===== src/rtl/lockwd_pkg.sv =====
package lockwd_pkg;
  localparam int DATA_W = 32;
  localparam int ADDR_W = 2;
  localparam int TC_W   = 16;
  localparam int CNT_W  = TC_W + 1;
  localparam int FLG_W  = 4;

  localparam logic [ADDR_W-1:0] A_CTRL = 2'd0;
  localparam logic [ADDR_W-1:0] A_CNT  = 2'd1;
  localparam logic [ADDR_W-1:0] A_SVC  = 2'd2;
  localparam logic [ADDR_W-1:0] A_STAT = 2'd3;

  localparam logic [TC_W-1:0] KEY_ARM  = 16'h556C;
  localparam logic [TC_W-1:0] KEY_FIRE = 16'hAA39;

  // flag positions inside the low nibble of the control word
  localparam int B_PRE  = 0;
  localparam int B_RSEL = 1;
  localparam int B_EN   = 2;
  localparam int B_FRZ  = 3;

  typedef struct packed {
    logic [TC_W-1:0] tc;
    logic            frz;
    logic            en;
    logic            rsel;
    logic            pre;
  } ctrl_t;

  function automatic logic [CNT_W-1:0] reload_f(logic [TC_W-1:0] tc);
    if (tc == '0) reload_f = {1'b1, {TC_W{1'b0}}};
    else          reload_f = {1'b0, tc};
  endfunction
endpackage


===== src/rtl/lockwd_ctrl.sv =====
module lockwd_ctrl
  import lockwd_pkg::*;
(
  input  logic              clk_i,
  input  logic              rst_ni,
  input  logic              wr_i,
  input  logic [TC_W-1:0]   tc_i,
  input  logic [FLG_W-1:0]  flg_i,
  output ctrl_t             ctrl_o,
  output logic              locked_o,
  output logic              load_o,
  output logic [TC_W-1:0]   load_tc_o
);
  ctrl_t ctrl_q;
  logic  locked_q;
  logic  first_wr;

  assign first_wr = wr_i & ~locked_q;

  always_ff @(posedge clk_i or negedge rst_ni) begin
    if (!rst_ni) begin
      ctrl_q   <= '0;
      locked_q <= 1'b0;
    end else if (first_wr) begin
      ctrl_q.tc   <= tc_i;
      ctrl_q.frz  <= flg_i[B_FRZ];
      ctrl_q.en   <= flg_i[B_EN];
      ctrl_q.rsel <= flg_i[B_RSEL];
      ctrl_q.pre  <= flg_i[B_PRE];
      locked_q    <= 1'b1;
    end
  end

  assign ctrl_o    = ctrl_q;
  assign locked_o  = locked_q;
  assign load_o    = first_wr & flg_i[B_EN];
  assign load_tc_o = tc_i;
endmodule


===== src/rtl/lockwd_svc.sv =====
module lockwd_svc
  import lockwd_pkg::*;
(
  input  logic            clk_i,
  input  logic            rst_ni,
  input  logic            wr_i,
  input  logic [TC_W-1:0] key_i,
  output logic            svc_o,
  output logic            armed_o
);
  logic armed_q;

  // any service write other than the arming key drops the armed state
  always_ff @(posedge clk_i or negedge rst_ni) begin
    if (!rst_ni)   armed_q <= 1'b0;
    else if (wr_i) armed_q <= (key_i == KEY_ARM);
  end

  assign svc_o   = wr_i & armed_q & (key_i == KEY_FIRE);
  assign armed_o = armed_q;
endmodule


===== src/rtl/lockwd_core.sv =====
module lockwd_core
  import lockwd_pkg::*;
#(
  parameter int PRESC_LOG2 = 16
) (
  input  logic             clk_i,
  input  logic             rst_ni,
  input  ctrl_t            ctrl_i,
  input  logic             load_i,
  input  logic [TC_W-1:0]  load_tc_i,
  input  logic             svc_i,
  input  logic             freeze_i,
  output logic [CNT_W-1:0] cnt_o,
  output logic             expire_o,
  output logic             irq_o,
  output logic             rst_req_o
);
  logic [CNT_W-1:0] cnt_q;
  logic             irq_q, rreq_q;
  logic             active, tick, restart, expire;

  assign active  = ctrl_i.en & ~(freeze_i & ctrl_i.frz);
  assign restart = svc_i & ctrl_i.en;

  generate
    if (PRESC_LOG2 > 0) begin : g_presc
      logic [PRESC_LOG2-1:0] presc_q;
      always_ff @(posedge clk_i or negedge rst_ni) begin
        if (!rst_ni)                   presc_q <= '0;
        else if (load_i || restart)    presc_q <= '0;
        else if (active && ctrl_i.pre) presc_q <= presc_q + 1'b1;
      end
      assign tick = active & (~ctrl_i.pre | (&presc_q));
    end else begin : g_nopresc
      assign tick = active;
    end
  endgenerate

  assign expire = tick & ~restart & (cnt_q == CNT_W'(1));

  always_ff @(posedge clk_i or negedge rst_ni) begin
    if (!rst_ni)                 cnt_q <= '0;
    else if (load_i)             cnt_q <= reload_f(load_tc_i);
    else if (restart || expire)  cnt_q <= reload_f(ctrl_i.tc);
    else if (tick)               cnt_q <= cnt_q - 1'b1;
  end

  always_ff @(posedge clk_i or negedge rst_ni) begin
    if (!rst_ni) begin
      irq_q  <= 1'b0;
      rreq_q <= 1'b0;
    end else begin
      rreq_q <= expire & ctrl_i.rsel;
      if (restart)                      irq_q <= 1'b0;
      else if (expire && !ctrl_i.rsel)  irq_q <= 1'b1;
    end
  end

  assign cnt_o     = cnt_q;
  assign expire_o  = expire;
  assign irq_o     = irq_q;
  assign rst_req_o = rreq_q;
endmodule


===== src/rtl/lockwd_top.sv =====
module lockwd_top
  import lockwd_pkg::*;
#(
  parameter bit SHORT_PRESC = 1'b0
) (
  input  logic              clk_i,
  input  logic              rst_ni,
  input  logic              freeze_i,
  input  logic              req_i,
  input  logic              we_i,
  input  logic [ADDR_W-1:0] addr_i,
  input  logic [DATA_W-1:0] wdata_i,
  output logic [DATA_W-1:0] rdata_o,
  output logic              irq_o,
  output logic              rst_req_o
);
  localparam int PRESC_LOG2 = SHORT_PRESC ? 11 : 16;

  logic             wr, wr_ctrl, wr_svc, wr_stat;
  ctrl_t            ctrl;
  logic             locked, load, svc, armed, expire, sticky_q;
  logic [TC_W-1:0]  load_tc;
  logic [CNT_W-1:0] cnt;

  assign wr      = req_i & we_i;
  assign wr_ctrl = wr & (addr_i == A_CTRL);
  assign wr_svc  = wr & (addr_i == A_SVC);
  assign wr_stat = wr & (addr_i == A_STAT);

  lockwd_ctrl u_ctrl (
    .clk_i     (clk_i),
    .rst_ni    (rst_ni),
    .wr_i      (wr_ctrl),
    .tc_i      (wdata_i[DATA_W-1 -: TC_W]),
    .flg_i     (wdata_i[FLG_W-1:0]),
    .ctrl_o    (ctrl),
    .locked_o  (locked),
    .load_o    (load),
    .load_tc_o (load_tc)
  );

  lockwd_svc u_svc (
    .clk_i   (clk_i),
    .rst_ni  (rst_ni),
    .wr_i    (wr_svc),
    .key_i   (wdata_i[TC_W-1:0]),
    .svc_o   (svc),
    .armed_o (armed)
  );

  lockwd_core #(.PRESC_LOG2(PRESC_LOG2)) u_core (
    .clk_i     (clk_i),
    .rst_ni    (rst_ni),
    .ctrl_i    (ctrl),
    .load_i    (load),
    .load_tc_i (load_tc),
    .svc_i     (svc),
    .freeze_i  (freeze_i),
    .cnt_o     (cnt),
    .expire_o  (expire),
    .irq_o     (irq_o),
    .rst_req_o (rst_req_o)
  );

  // set wins over a same-cycle clear
  always_ff @(posedge clk_i or negedge rst_ni) begin
    if (!rst_ni)                      sticky_q <= 1'b0;
    else if (expire && ctrl.rsel)     sticky_q <= 1'b1;
    else if (wr_stat && wdata_i[0])   sticky_q <= 1'b0;
  end

  always_comb begin
    rdata_o = '0;
    unique case (addr_i)
      A_CTRL: rdata_o = {ctrl.tc, {(DATA_W-TC_W-FLG_W){1'b0}},
                         ctrl.frz, ctrl.en, ctrl.rsel, ctrl.pre};
      A_CNT:  rdata_o = {{(DATA_W-CNT_W){1'b0}}, cnt};
      A_SVC:  rdata_o = {{(DATA_W-1){1'b0}}, armed};
      A_STAT: rdata_o = {{(DATA_W-1){1'b0}}, sticky_q};
      default: rdata_o = '0;
    endcase
  end
endmodule


===== config.mk =====
export PLATFORM = sky130hd
export DESIGN_NAME = lockwd_top
export DESIGN_NICKNAME = d
export VERILOG_FILES = /design/src/rtl/lockwd_pkg.sv /design/src/rtl/lockwd_ctrl.sv /design/src/rtl/lockwd_svc.sv /design/src/rtl/lockwd_core.sv /design/src/rtl/lockwd_top.sv
export SDC_FILE = /design/constraint.sdc
export NUM_CORES = 1
export LEC_CHECK = 0
export BUFFER_PORTS_ARGS = -buffer_cell sky130_fd_sc_hd__buf_2
export CAP_MARGIN = 20
export CORE_ASPECT_RATIO = 1.4
export CORE_MARGIN = 5
export CORE_UTILIZATION = 40
export DETAILED_ROUTE_END_ITERATION = 8
export GPL_TIMING_DRIVEN = 0
export PLACE_DENSITY = 0.65
export SETUP_SLACK_MARGIN = 0.3
export SLEW_MARGIN = 10
export SYNTH_ARGS = -nofsm -noshare
export SYNTH_HDL_FRONTEND = slang
export SYNTH_HIERARCHICAL = 1
export SYNTH_SLANG_ARGS = --single-unit

===== constraint.sdc =====
create_clock -name clk_i -period 5.4 [get_ports clk_i]
set_input_delay 0.81 -clock clk_i [delete_from_list [all_inputs] [get_ports clk_i]]
set_output_delay 0.81 -clock clk_i [all_outputs]
set_load 0.01 [all_outputs]

# [After elaboration in Yosys (flattened, before gate mapping)]
# Index checks and enable logic that the tools add are counted.
[totals] elab_cells=67 regBits=58
[classes] n_bitwise=20 eq_ne=6 reduce_logical=15 muxes=12 addsub=2
[ops] operator="case mux 32 bit (4 select lines)" n=1
[ops] operator="2-to-1 mux 17 bit" n=5
[ops] operator="logical NOT 16 bit" n=2
[ops] operator="2-to-1 mux 16 bit" n=2
[ops] operator="equality test 17 x 1 -> 1 bit (second input constant)" n=1
[ops] operator="subtractor 17 x 1 -> 17 bit (second input constant)" n=1
[ops] operator="adder 16 x 1 -> 16 bit (second input constant)" n=1
[ops] operator="equality test 16 x 15 -> 1 bit (second input constant)" n=1
[ops] operator="equality test 16 bit (second input constant)" n=1
[ops] operator="AND reduction 16 bit" n=1
[ops] operator="AND 1 bit" n=15
[ops] operator="nonzero test 2 bit" n=3
[ops] operator="equality test 2 bit (second input constant)" n=2
[ops] operator="logical AND 1 bit" n=4
[ops] operator="2-to-1 mux 1 bit" n=4
[ops] operator="NOT 1 bit" n=4
[ops] operator="nonzero test 3 bit" n=1
[ops] operator="equality test 2 x 1 -> 1 bit (second input constant)" n=1
[ops] operator="logical NOT 2 bit" n=1
[ops] operator="logical OR 1 bit" n=2
[ops] operator="logical NOT 1 bit" n=1
[ops] operator="bitwise OR 1 bit" n=1

# [Depth between registers and ports, before layout]
[depth] depth_word=11 depth_mapped=13 ltp_nobuf=9

# [Modules after synthesis]
# The synthesis kept the hierarchy.
[by_module_without_submodules] mod="lockwd_core" area_per_inst_um2=2623.8 cells_per_inst=304 instances=1
[by_module_without_submodules] mod="lockwd_ctrl" area_per_inst_um2=998.5 cells_per_inst=62 instances=1
[by_module_without_submodules] mod="lockwd_top" area_per_inst_um2=355.3 cells_per_inst=48 instances=1
[by_module_without_submodules] mod="lockwd_svc" area_per_inst_um2=126.4 cells_per_inst=14 instances=1

# [Least setup slack after synthesis]
# Ideal clock, no wire load.
[synth_path] path_type="input to register" from="input wdata_i[12]" to="register u_core.cnt_q[6], in the netlist u_core/cnt_o[6]" cell_stages=9 required_time_ns=5.271 setup_ns=0.129 t_arrival_ns=2.977 path_slack_ns=2.295 cell_sequence="nand4b_1 > or4_1 > nor3_2 > a211oi_1 > and4_1 > clkbuf_1 > a41oi_4 > nor2_1 > a2111o_1"
[synth_via] elab_chain_len=9 word_cells_on_any_way=10 classes_between="1 x eq/ne; 2 x mux; 5 x bitwise; 2 x reduce/logical"
[synth_lines] item="start: declaration" line="lockwd_top.sv:12" source="input logic [DATA_W-1:0] wdata_i,"
[synth_lines] item="equality test 16 bit *" line="lockwd_svc.sv:19" source="assign svc_o = wr_i & armed_q & (key_i == KEY_FIRE);"
[synth_lines] item="AND 1 bit *" line="lockwd_svc.sv:19"
[synth_lines] item="named net svc" line="lockwd_top.sv:21" source="logic locked, load, svc, armed, expire, sticky_q;"
[synth_lines] item="AND 1 bit *" line="lockwd_core.sv:23" source="assign restart = svc_i & ctrl_i.en;"
[synth_lines] item="NOT 1 bit" line="lockwd_core.sv:39" source="assign expire = tick & ~restart & (cnt_q == CNT_W'(1));"
[synth_lines] item="AND 1 bit (2 in a row)" line="lockwd_core.sv:39"
[synth_lines] item="logical OR 1 bit *" line="lockwd_core.sv:44" source="else if (restart || expire) cnt_q <= reload_f(ctrl_i.tc);"
[synth_lines] item="2-to-1 mux 17 bit" line="lockwd_core.sv:44"
[synth_lines] item="2-to-1 mux 17 bit" line="lockwd_core.sv:43" source="else if (load_i) cnt_q <= reload_f(load_tc_i);"
[synth_lines] item="end signal: assignment" line="lockwd_core.sv:43"
[synth_lines] item="end signal: assignment" line="lockwd_core.sv:44"
[synth_lines] item="end signal: assignment" line="lockwd_core.sv:45" source="else if (tick) cnt_q <= cnt_q - 1'b1;"
[synth_lines] item="end: declaration" line="lockwd_core.sv:18" source="logic [CNT_W-1:0] cnt_q;"
# Mark *: on every way through the listed nets, which the timed path passes. The rest lies on a longest branch.
# A chain may end at the register's enable or synchronous reset.

# [Worst setup path after layout]
[layout_path] from="input addr_i[1]" to="register u_core.g_presc.presc_q[8]"
[layout_via] word_cells_on_any_way=12 classes_between="1 x eq/ne; 1 x mux; 7 x bitwise; 3 x reduce/logical"
[layout_lines] item="start: declaration" line="lockwd_top.sv:11" source="input logic [ADDR_W-1:0] addr_i,"
[layout_lines] item="logical NOT 2 bit *" line="lockwd_top.sv:26" source="assign wr_ctrl = wr & (addr_i == A_CTRL);"
[layout_lines] item="AND 1 bit *" line="lockwd_top.sv:26"
[layout_lines] item="named net wr_ctrl" line="lockwd_top.sv:19" source="logic wr, wr_ctrl, wr_svc, wr_stat;"
[layout_lines] item="AND 1 bit *" line="lockwd_ctrl.sv:18" source="assign first_wr = wr_i & ~locked_q;"
[layout_lines] item="AND 1 bit *" line="lockwd_ctrl.sv:36" source="assign load_o = first_wr & flg_i[B_EN];"
[layout_lines] item="named net load" line="lockwd_top.sv:21"
[layout_lines] item="logical OR 1 bit *" line="lockwd_core.sv:30" source="else if (load_i || restart) presc_q <= '0;"
[layout_lines] item="2-to-1 mux 16 bit / nonzero test 2 bit (equally long branches)"
[layout_lines] item="end signal: assignment" line="lockwd_core.sv:31" source="else if (active && ctrl_i.pre) presc_q <= presc_q + 1'b1;"
[layout_lines] item="end: declaration" line="lockwd_core.sv:27" source="logic [PRESC_LOG2-1:0] presc_q;"
# Marked as above.

==> results.md <==
- The actual slew at the worst max-slew pin is just under 800 ps.
- Summing internal, switching and leakage power gives 1.96 mW.
- The cell count after synthesis came out at 428.
- The first-pass iteration count of the detailed router is 4.
- Timing would allow up to around 270 MHz.
- For this run, the number of Yosys warnings is 6.
- The post-CTS setup-driven buffer insertion count is 0.
- In this run the worst path has a maximum fanout of 10.
- Routability-driven placement finished with a final weighted congestion of 0.925.
- The number of filler instances in the final layout is 964.
- The dominant synthesized flop cell is sky130_fd_sc_hd__dfrtp_1.
- The count of buffers added on input and output ports is 70.
- The net count of the mapped netlist is 470.
- The count of hold-fix buffers inserted at cts is 0.
- After global routing the overflow that remains totals 0.
- Summed over all cells, the static leakage comes to ~2.2 nW.
- The launching element type of the critical path is an input port.
- The die height is between 100 and 150 um.
- The total I/O pin count is 73.
- The clock reaches the later pin of the worst-skew pair after approximately 340 ps.
- The path class of the lowest-slack min-delay path is register to register.
- The worst setup path is captured at a register.
- The cell area after technology mapping is ~4000 um2.
- At the end of the flow, the number of nets in the layout was 551.
- The number of antenna violations at the first check in global routing is 0.
- Setup violations remaining at the end of the flow were counted as 0.
- For the worst setup path, the data required time is about 5600 ps.
- In the post-synthesis netlist, the biggest area contributors are sky130_fd_sc_hd__dfrtp_1, sky130_fd_sc_hd__mux2_4, sky130_fd_sc_hd__and2_1.
- After Yosys synthesis, and, or, nand and nor cells account for approximately 26% of the synthesized area.
- The number of routed nets with antenna violations is 0.
- The total wirelength of the detailed-routed design is 12,100 um.
- After the first detailed-routing iteration, the DRC count stood at just under 300.
- The leading cell type in the layout, fill and taps excluded is sky130_fd_sc_hd__buf_2.
- Power spread over the standard cell area amounts to 400 nW/um2.
- Dividing the detail-routed via count by the number of cells gives between 5 and 6.
- The post-synthesis compound-gate area fraction is about 16%.
- Setup slack on the critical path of the routed design comes to approximately 1700 ps.
- Timing analysis after detailed placement gives a worst setup slack of 1350 ps.
- The library cell occupying the most area in the post-synthesis netlist is sky130_fd_sc_hd__dfrtp_1.
- The number of placed instances, taps included, is roughly 630.
- The count of antenna diodes in the layout is 0.
- Max-cap violations in this run came to 0.
- Entering global routing, the biggest net connects 59 pins.
- In the layout the commonest cells are sky130_fd_sc_hd__buf_2, sky130_fd_sc_hd__dfrtp_1, sky130_fd_sc_hd__and2_1.
- The via count of the first global-routing pass is 3,855.
- The total number of placement rows is 43.
- Across the VDD grid, the largest voltage drop is approximately 0.00016 V.
- The average instance in the mapped netlist occupies ~9.6 um2.
- The total CTS buffers is 9.
- The number of pins with negative max-slew slack in the final report is 0.
- The maximum clock skew at final layout is approximately 10 ps.
- The register area share after synthesis is between 30% and 40%.
- Gates resized during post-CTS repair numbered 0.
- For the final routed database, the setup TNS stands at 0 ps.
- The worst relative slew slack is 48.4%.
- Once detailed placement completed, the half-perimeter wirelength came to between 9000 and 10,000 um.
- The maximum number of buffers from clock root to sink is 2.
- The data arrival at the endpoint of the critical path is around 4000 ps.
- The post-synthesis mux area share is between 10 and 15%.
- The flip-flop and latch count after synthesis is between 50 and 60.
- The die covers about 12,000 um2.
- The final hold slack is about 510 ps.
- Global routing used a little over a fifth of the available tracks across all layers.
- The area share of the largest cell type after synthesis is approximately 35%.
- The number of sinks driven by the clock tree is 58.
- The clock transition at the registers of the reported paths is ~50 ps.
- TritonCTS built the clock tree.
- The core region area is roughly 10000 um2.
- The final critical-path required period is between 3000 and 4000 ps.
- Once the floorplan was initialized, standard cells occupied 41.2% of the core.
- The tree is rooted in a sky130_fd_sc_hd__clkbuf_16.
- Counting flops with a built-in enable in the synthesized netlist gives 0.
- The final routed wire length divided by cell count is between 15 and 20 um.
- The relative area change from synthesis to final layout is 19.7%.
- The final hold violation count is 0.
- The first global-routing pass estimated between 15,000 and 20,000 um of wire.
- The worst reg-to-reg setup slack is 2230 ps.
- In the synthesized netlist the async set-or-reset flop fraction comes to 100%.
- The floorplan step set the die width to 95.6 um.
- Setup repair after global routing left no endpoint under its margin.
- The xor/xnor share of the synthesized area is 3.41%.
- The count of distinct cell types in the synthesized netlist is 71.
- Of the total synthesized cell area, the portion taken by full adders, half adders and majority gates is less than 1%.
- The part of the cycle the worst path needs is approximately 70%.
- Summing over every cut layer, the via total after detailed routing is between 3,000 and 4,000.
- The proportion of layout cells with a drive suffix above 1 is about 30%.
- The flow ran to the end, and the final reports show no timing, DRC or antenna violations.
- After detailed routing, the number of remaining DRC violations is 0.
- The critical path is of the input port to register type.
- After the flow finishes, the layout carries non-filler instances totaling ~650.
- By area, the combinational part of the netlist is dominated by simple AND/OR/NAND/NOR gates.
- CTS built an H-tree with a depth of 3.
## path summary, 6_finish.rpt
check                              startpoint                   endpoint  cells after the start
worst max-delay path                addr_i[1]  u_core/g_presc.presc_q[8]                     12
worst min-delay path             u_core/irq_o               u_core/irq_o                      2
min in group asynchronous              rst_ni  u_core/g_presc.presc_q[8]                      1
worst max register to register  u_svc/armed_o            u_core/cnt_o[6]                      9
max in group asynchronous              rst_ni           u_core/cnt_o[14]                      1
worst min register to register   u_core/irq_o               u_core/irq_o                      2
## per-layer routing
layer / routed length, um / vias up / global-route usage, %
met1: 4960 / 1808 / 25.0
met5: 0 / - / 0
met3: 508 / 16 / 2.77
li1: - / 1742 / -
met2: 6390 / 105 / 36.0
met4: 279 / 0 / 11.5
## registers in the layout (all words and copies together), names as in the netlist
register and flops:
sticky_q 1, u_core/cnt_o 17, u_core/g_presc.presc_q 16, u_core/irq_o 1
u_core/rst_req_o 1, u_ctrl/ctrl_o 20, u_ctrl/locked_o 1, u_svc/armed_o 1
## metrics by stage
step / area [um2] / utilization (%)
floorplan: 4100 / -
global placement: 4620 / 46.4
detailed placement: 4630 / 46.5
CTS: 4910 / 49.4
global route: 4910 / 49.4
finish: 4910 / 49.4
## power breakdown
group | switching (mW) | internal [mW]
combinational | 0.357 | 0.331
clock | 0.192 | 0.365
sequential | 0.175 | 0.543
## area by class of cell
| type | count | area (um2) | share of cell area [%] |
|---|---|---|---|
| Clock buffer | 12 | 246 | 5.02 |
| Clock inverter | 3 | 40.0 | 0.815 |
| Sequential cell | 58 | 1450 | 29.5 |
| Multi-Input combinational cell | 320 | 2330 | 47.4 |
| Inverter | 9 | 33.8 | 0.688 |
| Buffer | 41 | 290 | 5.91 |
| Timing Repair Buffer | 70 | 353 | 7.18 |
| Tap cell | 135 | 169 | 3.44 |
## cell usage after synthesis (4+ instances only)
cell type / instances
sky130_fd_sc_hd__nor4_1: 16
sky130_fd_sc_hd__xnor2_1: 12
sky130_fd_sc_hd__nor3_1: 15
sky130_fd_sc_hd__nand3_1: 10
sky130_fd_sc_hd__o31ai_1: 4
sky130_fd_sc_hd__nand2_1: 29
sky130_fd_sc_hd__mux2i_1: 9
sky130_fd_sc_hd__or4_1: 4
sky130_fd_sc_hd__nor3b_1: 4
sky130_fd_sc_hd__o21ai_0: 10
sky130_fd_sc_hd__nor2_1: 28
sky130_fd_sc_hd__xor2_1: 4
sky130_fd_sc_hd__clkbuf_1: 9
sky130_fd_sc_hd__inv_1: 8
sky130_fd_sc_hd__a31o_2: 4
sky130_fd_sc_hd__a21oi_1: 18
sky130_fd_sc_hd__o22ai_1: 5
sky130_fd_sc_hd__a211o_1: 6
sky130_fd_sc_hd__dfrtp_1: 58
sky130_fd_sc_hd__buf_6: 5
sky130_fd_sc_hd__a211oi_1: 11
sky130_fd_sc_hd__a32o_1: 4
sky130_fd_sc_hd__nand4_1: 9
sky130_fd_sc_hd__and2_1: 35
sky130_fd_sc_hd__buf_4: 19
sky130_fd_sc_hd__mux2_4: 19
## cells by family after synthesis
kind of cell,Yosys count
and+or+nand+nor,184
AOI/OAI and AO/OA,86
DFF,58
buffers and inverters,50
muxes,31
xor gates and xnor gates,16
adders and majority gates,3
## critical path: stages
cell	delay, ps
sky130_fd_sc_hd__buf_4	150
sky130_fd_sc_hd__nor2_4	210
sky130_fd_sc_hd__and3_1	200
sky130_fd_sc_hd__nor2b_4	210
sky130_fd_sc_hd__buf_8	180
sky130_fd_sc_hd__and2_1	130
sky130_fd_sc_hd__clkbuf_1	420
sky130_fd_sc_hd__inv_2	200
sky130_fd_sc_hd__nand2_1	330
sky130_fd_sc_hd__clkbuf_1	500
sky130_fd_sc_hd__buf_1	440
sky130_fd_sc_hd__nor2_1	100
No activity file was read; power rests on OpenSTA's default activity.
